<file path="src/rtl/rx_clk_pkg.sv">
package rx_clk_pkg;

  typedef enum logic [1:0] {
    OPM_ASYNC = 2'd0,
    OPM_BYTE  = 2'd1,
    OPM_BIT   = 2'd2,
    OPM_SYNC3 = 2'd3
  } opmode_e;

  typedef enum logic [1:0] {
    CM_X1  = 2'd0,
    CM_X16 = 2'd1,
    CM_X32 = 2'd2,
    CM_X64 = 2'd3
  } cmode_e;

  localparam int unsigned MODE_CNT_W = 6;

  // last count value of the post-divider for a given clock mode
  function automatic logic [MODE_CNT_W-1:0] cmode_last(input cmode_e cm);
    case (cm)
      CM_X16:  cmode_last = MODE_CNT_W'(15);
      CM_X32:  cmode_last = MODE_CNT_W'(31);
      CM_X64:  cmode_last = MODE_CNT_W'(63);
      default: cmode_last = '0;
    endcase
  endfunction

endpackage

</file>
<file path="src/rtl/rx_clk_pin_sync.sv">
module rx_clk_pin_sync #(
  parameter int unsigned STAGES = 2
) (
  input  logic clk,
  input  logic rst_n,
  input  logic pin_i,
  output logic rise_tick
);

  logic [STAGES-1:0] sync_q;
  logic [STAGES-1:0] sync_d;
  logic              last_q;
  logic              last_d;

  always_comb begin
    sync_d = {sync_q[STAGES-2:0], pin_i};
    last_d = sync_q[STAGES-1];
  end

  always_ff @(posedge clk or negedge rst_n) begin
    if (!rst_n) begin
      sync_q <= '0;
      last_q <= 1'b0;
    end else begin
      sync_q <= sync_d;
      last_q <= last_d;
    end
  end

  assign rise_tick = sync_q[STAGES-1] & ~last_q;

endmodule

</file>
<file path="src/rtl/rx_clk_brg.sv">
module rx_clk_brg #(
  parameter int unsigned TC_W    = 8,
  parameter int unsigned EXP_W   = 4,
  parameter int unsigned MAX_EXP = 9
) (
  input  logic             clk,
  input  logic             rst_n,
  input  logic             reload,
  input  logic [TC_W-1:0]  tc,
  input  logic [EXP_W-1:0] exp_sel,
  output logic             tick
);

  localparam int unsigned PRE_W = (MAX_EXP > 0) ? MAX_EXP : 1;
  localparam logic [EXP_W-1:0] EXP_CAP = EXP_W'(MAX_EXP);

  logic             half_q, half_d;
  logic [TC_W-1:0]  tc_cnt_q, tc_cnt_d;
  logic [PRE_W-1:0] pre_cnt_q, pre_cnt_d;

  logic [TC_W-1:0]  tc_last;
  logic [EXP_W-1:0] exp_eff;
  logic [PRE_W:0]   pre_span;
  logic [PRE_W-1:0] pre_last;
  logic             half_tick, tc_tick, pre_wrap;

  always_comb begin
    // 0 wraps to all ones, giving the full 2^TC_W divide
    tc_last   = tc - TC_W'(1);
    exp_eff   = (exp_sel > EXP_CAP) ? EXP_CAP : exp_sel;
    pre_span  = ({{PRE_W{1'b0}}, 1'b1} << exp_eff) - (PRE_W+1)'(1);
    pre_last  = pre_span[PRE_W-1:0];
    half_tick = half_q;
    tc_tick   = half_tick & (tc_cnt_q == tc_last);
    pre_wrap  = pre_cnt_q == pre_last;
  end

  always_comb begin
    half_d    = half_q;
    tc_cnt_d  = tc_cnt_q;
    pre_cnt_d = pre_cnt_q;
    if (reload) begin
      half_d    = 1'b0;
      tc_cnt_d  = '0;
      pre_cnt_d = '0;
    end else begin
      half_d = ~half_q;
      if (half_tick) begin
        tc_cnt_d = tc_tick ? '0 : tc_cnt_q + TC_W'(1);
      end
      if (tc_tick) begin
        pre_cnt_d = pre_wrap ? '0 : pre_cnt_q + PRE_W'(1);
      end
    end
  end

  always_ff @(posedge clk or negedge rst_n) begin
    if (!rst_n) begin
      half_q    <= 1'b0;
      tc_cnt_q  <= '0;
      pre_cnt_q <= '0;
    end else begin
      half_q    <= half_d;
      tc_cnt_q  <= tc_cnt_d;
      pre_cnt_q <= pre_cnt_d;
    end
  end

  assign tick = tc_tick & pre_wrap & ~reload;

endmodule

</file>
<file path="src/rtl/rx_clk_mode_div.sv">
module rx_clk_mode_div
  import rx_clk_pkg::*;
(
  input  logic     clk,
  input  logic     rst_n,
  input  logic     reload,
  input  logic     src_tick,
  input  logic     sync_mode,
  input  cmode_e   cmode,
  output logic     en
);

  logic [MODE_CNT_W-1:0] cnt_q, cnt_d;
  logic [MODE_CNT_W-1:0] last;
  logic                  at_last;

  always_comb begin
    last    = sync_mode ? '0 : cmode_last(cmode);
    at_last = cnt_q == last;
    cnt_d   = cnt_q;
    if (reload) begin
      cnt_d = '0;
    end else if (src_tick) begin
      cnt_d = at_last ? '0 : cnt_q + MODE_CNT_W'(1);
    end
  end

  always_ff @(posedge clk or negedge rst_n) begin
    if (!rst_n) begin
      cnt_q <= '0;
    end else begin
      cnt_q <= cnt_d;
    end
  end

  assign en = src_tick & at_last & ~reload;

endmodule

</file>
<file path="src/rtl/rx_clk_gen.sv">
module rx_clk_gen
  import rx_clk_pkg::*;
#(
  parameter int unsigned TC_W    = 8,
  parameter int unsigned EXP_W   = 4,
  parameter int unsigned MAX_EXP = 9
) (
  input  logic             clk,
  input  logic             rst_n,
  input  logic [TC_W-1:0]  cfg_tc,
  input  logic [EXP_W-1:0] cfg_exp,
  input  logic             cfg_src_ext,
  input  logic [1:0]       cfg_cmode,
  input  logic [1:0]       cfg_opmode,
  input  logic             rxc_pin_i,
  output logic             rxc_pin_o,
  output logic             rxc_pin_oe,
  output logic             rx_clk_en
);

  localparam int unsigned CFG_W = TC_W + EXP_W + 5;

  logic [CFG_W-1:0] cfg_in, cfg_q;
  logic [TC_W-1:0]  tc_q;
  logic [EXP_W-1:0] exp_q;
  logic             src_ext_q;
  cmode_e           cmode_q;
  opmode_e          opmode_q;
  logic             reload;

  logic brg_tick, ext_tick, src_tick, sync_mode;
  logic tgl_q, tgl_d;

  assign cfg_in = {cfg_tc, cfg_exp, cfg_src_ext, cfg_cmode, cfg_opmode};
  assign reload = cfg_in != cfg_q;

  always_ff @(posedge clk or negedge rst_n) begin
    if (!rst_n) begin
      cfg_q <= '0;
    end else if (reload) begin
      cfg_q <= cfg_in;
    end
  end

  always_comb begin
    tc_q      = cfg_q[CFG_W-1 -: TC_W];
    exp_q     = cfg_q[EXP_W+4 : 5];
    src_ext_q = cfg_q[4];
    cmode_q   = cmode_e'(cfg_q[3:2]);
    opmode_q  = opmode_e'(cfg_q[1:0]);
    sync_mode = opmode_q != OPM_ASYNC;
  end

  rx_clk_brg #(
    .TC_W    (TC_W),
    .EXP_W   (EXP_W),
    .MAX_EXP (MAX_EXP)
  ) u_brg (
    .clk     (clk),
    .rst_n   (rst_n),
    .reload  (reload),
    .tc      (tc_q),
    .exp_sel (exp_q),
    .tick    (brg_tick)
  );

  rx_clk_pin_sync #(
    .STAGES (2)
  ) u_pin_sync (
    .clk       (clk),
    .rst_n     (rst_n),
    .pin_i     (rxc_pin_i),
    .rise_tick (ext_tick)
  );

  assign src_tick = src_ext_q ? ext_tick : brg_tick;

  rx_clk_mode_div u_mode_div (
    .clk       (clk),
    .rst_n     (rst_n),
    .reload    (reload),
    .src_tick  (src_tick),
    .sync_mode (sync_mode),
    .cmode     (cmode_q),
    .en        (rx_clk_en)
  );

  // pin output square wave, flips on each generator tick
  always_comb begin
    tgl_d = tgl_q;
    if (reload) begin
      tgl_d = 1'b0;
    end else if (!src_ext_q && brg_tick) begin
      tgl_d = ~tgl_q;
    end
  end

  always_ff @(posedge clk or negedge rst_n) begin
    if (!rst_n) begin
      tgl_q <= 1'b0;
    end else begin
      tgl_q <= tgl_d;
    end
  end

  assign rxc_pin_o  = tgl_q & ~src_ext_q;
  assign rxc_pin_oe = ~src_ext_q;

endmodule

</file>
<file path="config.mk">
export PLATFORM = sky130hd
export DESIGN_NAME = rx_clk_gen
export DESIGN_NICKNAME = d
export VERILOG_FILES = /design/src/rtl/rx_clk_pkg.sv /design/src/rtl/rx_clk_pin_sync.sv /design/src/rtl/rx_clk_brg.sv /design/src/rtl/rx_clk_mode_div.sv /design/src/rtl/rx_clk_gen.sv
export SDC_FILE = /design/constraint.sdc
export NUM_CORES = 1
export LEC_CHECK = 0
export ABC_AREA = 1
export ABC_CLOCK_PERIOD_IN_PS = 2300
export CORE_UTILIZATION = 39
export CTS_BUF_LIST = sky130_fd_sc_hd__clkbuf_8 sky130_fd_sc_hd__clkbuf_16
export CTS_CLUSTER_SIZE = 10
export DETAILED_ROUTE_END_ITERATION = 7
export PLACE_DENSITY_LB_ADDON = 0.15
export SLEW_MARGIN = 20
export SYNTH_ARGS = -nofsm -noshare
export SYNTH_HDL_FRONTEND = slang
export SYNTH_SLANG_ARGS = --single-unit
export TNS_END_PERCENT = 50
</file>
<file path="constraint.sdc">
create_clock -name clk -period 2.3 [get_ports clk]
set_clock_uncertainty 0.2 [all_clocks]
set_input_delay 0.345 -clock clk [delete_from_list [all_inputs] [get_ports clk]]
set_output_delay 0.345 -clock clk [all_outputs]
set_load 0.01 [all_outputs]
</file>
==> results of run 1 <==
registers in the layout, indices dropped and copies added (netlist names):
| signal | flops |
|---|---|
| cfg_q | 17 |
| tgl_q | 1 |
| u_brg.half_q | 1 |
| u_brg.pre_cnt_q | 9 |
| u_brg.tc_cnt_q | 8 |
| u_mode_div.cnt_q | 6 |
| u_pin_sync.last_q | 1 |
| u_pin_sync.sync_q | 2 |
path summary, 6_finish.rpt:
| path | start | endpoint | cells after the start |
|---|---|---|---|
| max | cfg_q[5] | rx_clk_en | 16 |
| min | u_pin_sync.sync_q[0] | u_pin_sync.sync_q[1] | 0 |
| min reg2reg | u_pin_sync.sync_q[0] | u_pin_sync.sync_q[1] | 0 |
| max reg2reg | cfg_q[5] | tgl_q | 17 |
| max in group asynchronous | rst_n | u_brg.tc_cnt_q[7] | 3 |
| min in group asynchronous | rst_n | u_brg.pre_cnt_q[6] | 2 |
logic make-up (layout without fill, tap and decap cells):
| kind of cell | count (synthesis) | count (layout) |
|---|---|---|
| XOR/XNOR | 40 | 40 |
| AND/OR/NAND/NOR | 168 | 168 |
| AO/OA/AOI/OAI | 27 | 27 |
| flip-flops | 45 | 45 |
| adder cells (fa/ha/maj) | 5 | 5 |
| buffers and inverters | 64 | 154 |
what timing repair did:
| action | in CTS | in global routing |
|---|---|---|
| hold endpoints to repair | 22 | 0 |
| endpoints found under the setup margin | 23 | 26 |
| setup buffers | 9 | 10 |
| pin swaps | 7 | 4 |
| hold buffers | 1 | 0 |
| gates resized for setup | 9 | 25 |
area by class of cell:
type	count	area share [%]
clock buffer	5	1.79
tap	96	3.12
clock inverter	3	1.20
sequential	45	29.3
multi-input combinational	240	38.0
timing repair buffer	102	22.1
inverter	44	4.51
per-stage QoR:
| step | hold slack, ns | cells | area (um2) |
|---|---|---|---|
| 3_5_place_dp | 0.136 | 508 | 3480 |
| 5_1_grt | 0.171 | 535 | 3850 |
| 2_1_floorplan | -0.151 | 349 | 2770 |
| 6_report | 0.155 | 535 | 3850 |
| 3_3_place_gp | 0.133 | 508 | 3480 |
| 4_1_cts | 0.157 | 525 | 3670 |
worst register-to-register path, cell delays in order, from the launching register on:
cell                      delay [ns]
sky130_fd_sc_hd__dfrtp_1        0.42
sky130_fd_sc_hd__inv_1          0.09
sky130_fd_sc_hd__nand4_1        0.14
sky130_fd_sc_hd__ha_1           0.33
sky130_fd_sc_hd__inv_1          0.04
sky130_fd_sc_hd__nand2_1        0.05
sky130_fd_sc_hd__nand2_1        0.05
sky130_fd_sc_hd__nor2_1         0.07
sky130_fd_sc_hd__nand3_1        0.08
sky130_fd_sc_hd__nor2_1         0.09
sky130_fd_sc_hd__nand4_1        0.13
sky130_fd_sc_hd__nor2_4         0.15
sky130_fd_sc_hd__nand3_2        0.12
sky130_fd_sc_hd__buf_4          0.16
sky130_fd_sc_hd__buf_4          0.12
sky130_fd_sc_hd__buf_4          0.13
sky130_fd_sc_hd__nand3_1        0.06
sky130_fd_sc_hd__o21ai_1        0.07
cell usage in the layout, fill, tap and decap left out, drive strengths merged:
cell           instances
buf                   81
nand2                 78
dfrtp                 45
inv                   43
nor2                  34
nand3                 30
xor2                  25
clkdlybuf4s50         20
nand4                 17
xnor2                 15
o21ai                 13
o22ai                  8
a21oi                  6
nor3                   6
clkbuf                 5
ha                     5
nor4                   2
clkinv                 2
nand3b                 1
bufinv                 1
clkinvlp               1
dlygate4sd3            1
power by group:
part / switching (mW) / total (mW) / internal [mW]
Combinational: 0.113 / 0.234 / 0.121
Sequential: 0.0177 / 0.826 / 0.809
Clock: 0.296 / 0.622 / 0.326
per-layer routing:
metal  GRT usage (%)  part of all wire [%]  vias up
met5               0                     0        -
met4            5.15                   1.5        0
met3            2.98                   2.5       10
met2            30.2                    47       39
met1            25.4                    49     1119
li1                -                     -     1293
==> run metrics, run 1 <==
most instantiated library cell after synthesis sky130_fd_sc_hd__nand2_1; fraction of the mapped netlist area in compound gates 5.27%; cells taking the most area after synthesis sky130_fd_sc_hd__dfrtp_1 (41%), sky130_fd_sc_hd__nand2_1 (9.8%), sky130_fd_sc_hd__xor2_1 (8.0%); Crit path arrival time ~2.4 ns; register area roughly 0.0011 mm2; pin count of the biggest net entering global routing 25; worst slew pin tran 0.621 ns; all-layer global routing usage 18.5%; number of warnings issued by yosys 0; fraction of registers with async set/reset between 90% and 100%; Clk pin slew, worst setup/hold paths roughly 0.09 ns; Crit-path slowest cell sky130_fd_sc_hd__dfrtp_1; utilization of the core after routing a little under three fifths; Antenna diodes 0; Slowest Stage Delay on Critical Path 0.42 ns; nature of the critical path endpoint primary output; dominant combinational cell family by area after synthesis simple AND/OR/NAND/NOR gates; ratio of cells with drive above 1 in the final layout around 30%; post-route setup slack -0.642 ns; violations in the final reports negative setup slack; Commonest cells post-synth sky130_fd_sc_hd__nand2_1 (72), sky130_fd_sc_hd__dfrtp_1 (45), sky130_fd_sc_hd__inv_1 (39), sky130_fd_sc_hd__nand3_1 (26), sky130_fd_sc_hd__nor2_1 (26); synthesized flop and latch total 45; TritonCTS clock tree built; Root Buffer sky130_fd_sc_hd__clkbuf_8; worst setup timing slack at the placement stage -0.865 ns; synthesized net count approximately 370; number of buffers created by CTS 5; sink count of the clock tree 45; portion of synthesized cell area occupied by the leading cell type around two fifths; layout overhead on the synthesized area 40.0%; floorplan die height roughly 86 um; full die area 0.00740 mm2; first-iteration detailed-routing DRC count a little over 80; fill cell count 599; Tcrit/Tclk final 128%; simple-gate share of the synthesized area 29.6%; area of the mapped netlist around 0.0028 mm2; Final Hold Violating Endpoints 0; fraction of the mapped netlist area in adder cells 2.27%; cell type group with the largest total delay on the critical path simple AND/OR/NAND/NOR gates; Critical Path Fanout Max 3; cell taking the most area after synthesis sky130_fd_sc_hd__dfrtp_1; distinct cell type count of the synthesized netlist 29; number of antenna violations at the first check in global routing 0; vias in the first global route 2303; worst reg2reg setup slack -0.32 ns; number of violations of the max-capacitance limit 0; RSZ-0062 raised after global routing yes; sum of routed wire length over all layers 6380 um; average wire length per cell after detail routing between 10 and 15 um; Cell Rows 30; Pwr per Cell Area roughly 440 mW/mm2; die width 86.0 um; GP Congestion slightly above 0.8; depth of the CTS H-tree 2; Power, Total roughly 1.7 mW; Critical Path RT roughly 1.8 ns; worst IR drop on VDD about 0.00035 V; share of cell area taken by muxes after synthesis 0%; grt total ovfl 0; half-perimeter wire length of the detailed placement result ~4700 um; shortest period the worst path allows 2.94 ns; remaining max-slew budget at the tightest pin a little under 60%; EDFF count, synth 0; result of the run complete, but fails checks; Buffers on Ports 22; most frequently used flop master after synthesis sky130_fd_sc_hd__dfrtp_1; Via-to-Cell Ratio about 4.6; nets@finish around 460; antenna-violating nets left 0; area of the multi-input gates between 0.001 and 0.0015 mm2; class of the most critical hold timing path reg2reg; routed via count 2461; Synth Area per Inst around 7.9 um2; number of cells produced by synthesis 349; number of buffer and inverter instances along the worst setup path 3; post-synthesis share of cell area spent on xor and xnor gates about an eighth; DRT Pass-1 Iters 4; portion of the post-synthesis area used by sequential elements 40.9%; setup-violating endpoint count in the final report 24; effective utilization at floorplan a little over 40%; Placeable Area between 0.006 and 0.007 mm2; final max-slew violation count 0; highest clock rate between 300 and 400 MHz; critical path, cell by cell inv_1, nand4_1, ha_1, inv_1, nand2_1, nand2_1, nor2_1, nand3_1, nor2_1, nand4_1, nor2_4, nand3_2, nand2_4, nand2_2, nor2_4, buf_6; global-route wire length before repair approximately 11000 um; Worst Setup Start Kind register; total negative setup slack -4.84 ns; leakage power roughly 1.8 nW; type of the setup path with the least slack reg2out; number of top-level pins 23; clock latency reported for the late side of the worst-skew pair 0.30 ns; number of buffers between clock root and the deepest sink 2; Post-route DRC 0
Note: power is estimated with default switching activity, not from simulation.
==> run 2: changes to the inputs <==
Settings changed: ABC_AREA 1 to unset, GPL_TIMING_DRIVEN set to 0.
==> run metrics, run 2 <==
finished layout cell area around 0.0036 mm2; Final Instance Count excl. Fillers 461; GP Congestion 0.764; fraction of registers with async set/reset 100%; Worst Setup Start Kind register; number of violations of the max-capacitance limit 0; Buffers on Ports 22; met3 track demand over resource in global routing 3.90%; average wire length per cell after detail routing around 14 um; Clk pin slew, worst setup/hold paths 0.09 ns; Placed Instance Area approximately 0.0032 mm2; Critical Path Fanout Max 6; most frequently used flop master after synthesis sky130_fd_sc_hd__dfrtp_1; setup-violating endpoint count in the final report 25; Antenna diodes 0; launching instance or port of the critical path cfg_q[7]; vias in the first global route 2303; TritonCTS clock tree built; Crit path arrival time approximately 2.7 ns; Pwr per Cell Area 469 mW/mm2; Synth Area per Inst slightly below 9 um2; number of top-level pins 23; class of the most critical hold timing path reg2reg; EDFF count, synth 0; synthesized net count roughly 340; origin of the critical flop-to-flop path cfg_q[7]; number of flip-flops in the largest register 17; shortest period the worst path allows roughly 3.3 ns; most instantiated library cell after synthesis sky130_fd_sc_hd__dfrtp_1; number of cells produced by synthesis between 300 and 400; Post-route DRC 0; leakage power 1.31 nW; worst IR drop on VDD roughly 0.00036 V; Root Buffer sky130_fd_sc_hd__clkbuf_8; number of antenna violations at the first check in global routing 0; largest registers in the final layout cfg_q x17, u_brg.pre_cnt_q x9, u_brg.tc_cnt_q x8; clock latency reported for the late side of the worst-skew pair approximately 0.3 ns; routed via count between 2k and 2.5k; global-route wire length before repair between 10000 and 15000 um; Power, Total 1.68 mW; RSZ-0062 raised after global routing yes; post-route setup slack -0.984 ns; nature of the critical path endpoint primary output; number of buffers between clock root and the deepest sink 2; commonest non-fill, non-tap cell in the layout sky130_fd_sc_hd__dfrtp_1; hold depth 0; number of warnings issued by yosys 0; global routing met1 resource utilization approximately 28%; cells taking the most area after synthesis sky130_fd_sc_hd__dfrtp_1 (40%), sky130_fd_sc_hd__xnor2_1 (7.2%), sky130_fd_sc_hd__a21oi_1 (4.7%); Via-to-Cell Ratio roughly 5.3; half-perimeter wire length of the detailed placement result ~4600 um; layout overhead on the synthesized area 28.8%; type of the setup path with the least slack reg2out; full die area roughly 0.0075 mm2; number of buffers created by CTS 5; cell taking the most area after synthesis sky130_fd_sc_hd__dfrtp_1; Final Hold Violating Endpoints 0; worst slew pin tran about 1.1 ns; remaining max-slew budget at the tightest pin between 20 and 30%; hold slack final between 0.15 and 0.2 ns; highest clock rate 305 MHz; violations in the final reports negative setup slack; Tcrit/Tclk final 143%; post-placement cell count about 440; Critical Path RT around 1.8 ns; pin count of the biggest net entering global routing 25; result of the run complete, but fails checks; worst setup path endpoint rx_clk_en; effective utilization at floorplan 40.8%; capture point of the worst reg-to-reg path u_mode_div.cnt_q[2]; area of the mapped netlist roughly 0.0028 mm2; worst reg2reg setup slack -0.64 ns; highest-utilization routing layer at the global route stage met2; die width between 80 and 90 um; ratio of cells with drive above 1 in the final layout approximately a fifth; Register-to-Register Path Depth 13; register containing the most flip-flops in the final layout cfg_q; grt total ovfl 0; sink count of the clock tree 45; all-layer global routing usage between 15 and 20%; sum of routed wire length over all layers approximately 6600 um; final max-slew violation count 0; portion of the post-synthesis area used by sequential elements approximately 40%; total negative setup slack -12.97 ns; first-iteration detailed-routing DRC count about 200; most used cells in the layout excluding fill and tap cells sky130_fd_sc_hd__dfrtp_1 (43), sky130_fd_sc_hd__a21oi_1 (24), sky130_fd_sc_hd__clkbuf_1 (23), sky130_fd_sc_hd__xnor2_1 (23), sky130_fd_sc_hd__nand2_1 (22); DRT Pass-1 Iters 4; portion of synthesized cell area occupied by the leading cell type 40.4%; Commonest cells post-synth sky130_fd_sc_hd__dfrtp_1 (45), sky130_fd_sc_hd__clkbuf_1 (28), sky130_fd_sc_hd__a21oi_1 (26), sky130_fd_sc_hd__nand2_1 (24); synthesized flop and latch total between 40 and 50; Cell Rows 30; Placeable Area a little under 0.007 mm2; floorplan die height 86.5 um; depth of the CTS H-tree 2; Global Route met2 Usage 30.3%; nets@finish ~400; antenna-violating nets left 0; distinct cell type count of the synthesized netlist 52
-- run 2: cell types whose count changed after synthesis, moves of 9 or more --
cell / before / now
sky130_fd_sc_hd__a21oi_1: 6 / 26
sky130_fd_sc_hd__clkbuf_1: 17 / 28
sky130_fd_sc_hd__inv_1: 39 / 8
sky130_fd_sc_hd__nand2_1: 72 / 24
sky130_fd_sc_hd__nand4_1: 17 / 4
sky130_fd_sc_hd__o211ai_1: 0 / 9
sky130_fd_sc_hd__xor2_1: 25 / 10
-- run 2: metal layers --
metal | up-vias | wire length [um]
li1 | 1212 | -
met1 | 1204 | 3250
met2 | 46 | 3110
met3 | 4 | 249
met4 | 0 | 42
met5 | - | 0
-- run 2: critical path, cell delays in order (launching register included) --
cell and delay (ns):
sky130_fd_sc_hd__dfrtp_1 0.41, sky130_fd_sc_hd__clkbuf_8 0.15, sky130_fd_sc_hd__nor2_4 0.13, sky130_fd_sc_hd__nand3_2 0.10, sky130_fd_sc_hd__ha_4 0.21, sky130_fd_sc_hd__nor3_4 0.19
sky130_fd_sc_hd__o211ai_1 0.16, sky130_fd_sc_hd__and3_4 0.20, sky130_fd_sc_hd__a2111oi_4 0.33, sky130_fd_sc_hd__nand4b_1 0.19, sky130_fd_sc_hd__a211oi_2 0.21, sky130_fd_sc_hd__buf_2 0.16
-- run 2: cells by family after synthesis --
| group | Yosys count | share of synthesized area, % |
|---|---|---|
| XOR/XNOR | 33 | 10.4 |
| multiplexers | 2 | 0.764 |
| AND/OR/NAND/NOR | 117 | 22.1 |
| AO/OA/AOI/OAI | 77 | 18.5 |
| flip-flops | 45 | 40.4 |
| adder cells (fa/ha/maj) | 5 | 2.25 |
| buffers and inverters | 40 | 5.53 |
-- run 2: worst min-delay path by stage --
| stage | slack [ns] | to | start |
|---|---|---|---|
| floorplan | -0.15 | cfg_q[0] | rst_n |
| global placement | 0.14 | u_pin_sync.sync_q[1] | u_pin_sync.sync_q[0] |
| detailed placement | 0.14 | u_pin_sync.sync_q[1] | u_pin_sync.sync_q[0] |
| CTS | 0.16 | u_pin_sync.sync_q[1] | u_pin_sync.sync_q[0] |
| global route | 0.17 | u_pin_sync.sync_q[1] | u_pin_sync.sync_q[0] |
| finish | 0.16 | u_pin_sync.sync_q[1] | u_pin_sync.sync_q[0] |
-- run 2: what timing repair did --
| item | 4_1_cts | 5_1_grt |
|---|---|---|
| pin swaps | 13 | 7 |
| endpoints found under the hold margin | 23 | 0 |
| gates resized for setup | 23 | 16 |
| setup buffers | 17 | 0 |
| hold buffers | 1 | 0 |
| setup endpoints to repair | 26 | 26 |
-- run 2: through the flow --
step                setup slack (ns)  utilization, %
CTS                            -1.01            51.5
global placement               -1.36            46.8
global route                   -1.16            52.5
floorplan                     -0.559               -
finish                        -0.984            52.5
detailed placement             -1.37            47.2
-- run 2: cell type report --
type                            instances  area, um2
Multi-Input combinational cell        234       1650
Sequential cell                        45       1130
Buffer                                 30        169
Clock buffer                            6       82.6
Clock inverter                          2       37.5
Fill cell                             648       3240
Timing Repair Buffer                   39        364
Tap cell                               96        120
Inverter                                9       33.8
-- run 2: report_power, final --
part | total [mW] | switching (mW) | internal (mW)
Clock | 0.628 | 0.275 | 0.353
Combinational | 0.223 | 0.108 | 0.115
Sequential | 0.831 | 0.0224 | 0.809
Total | 1.68 | 0.405 | 1.28
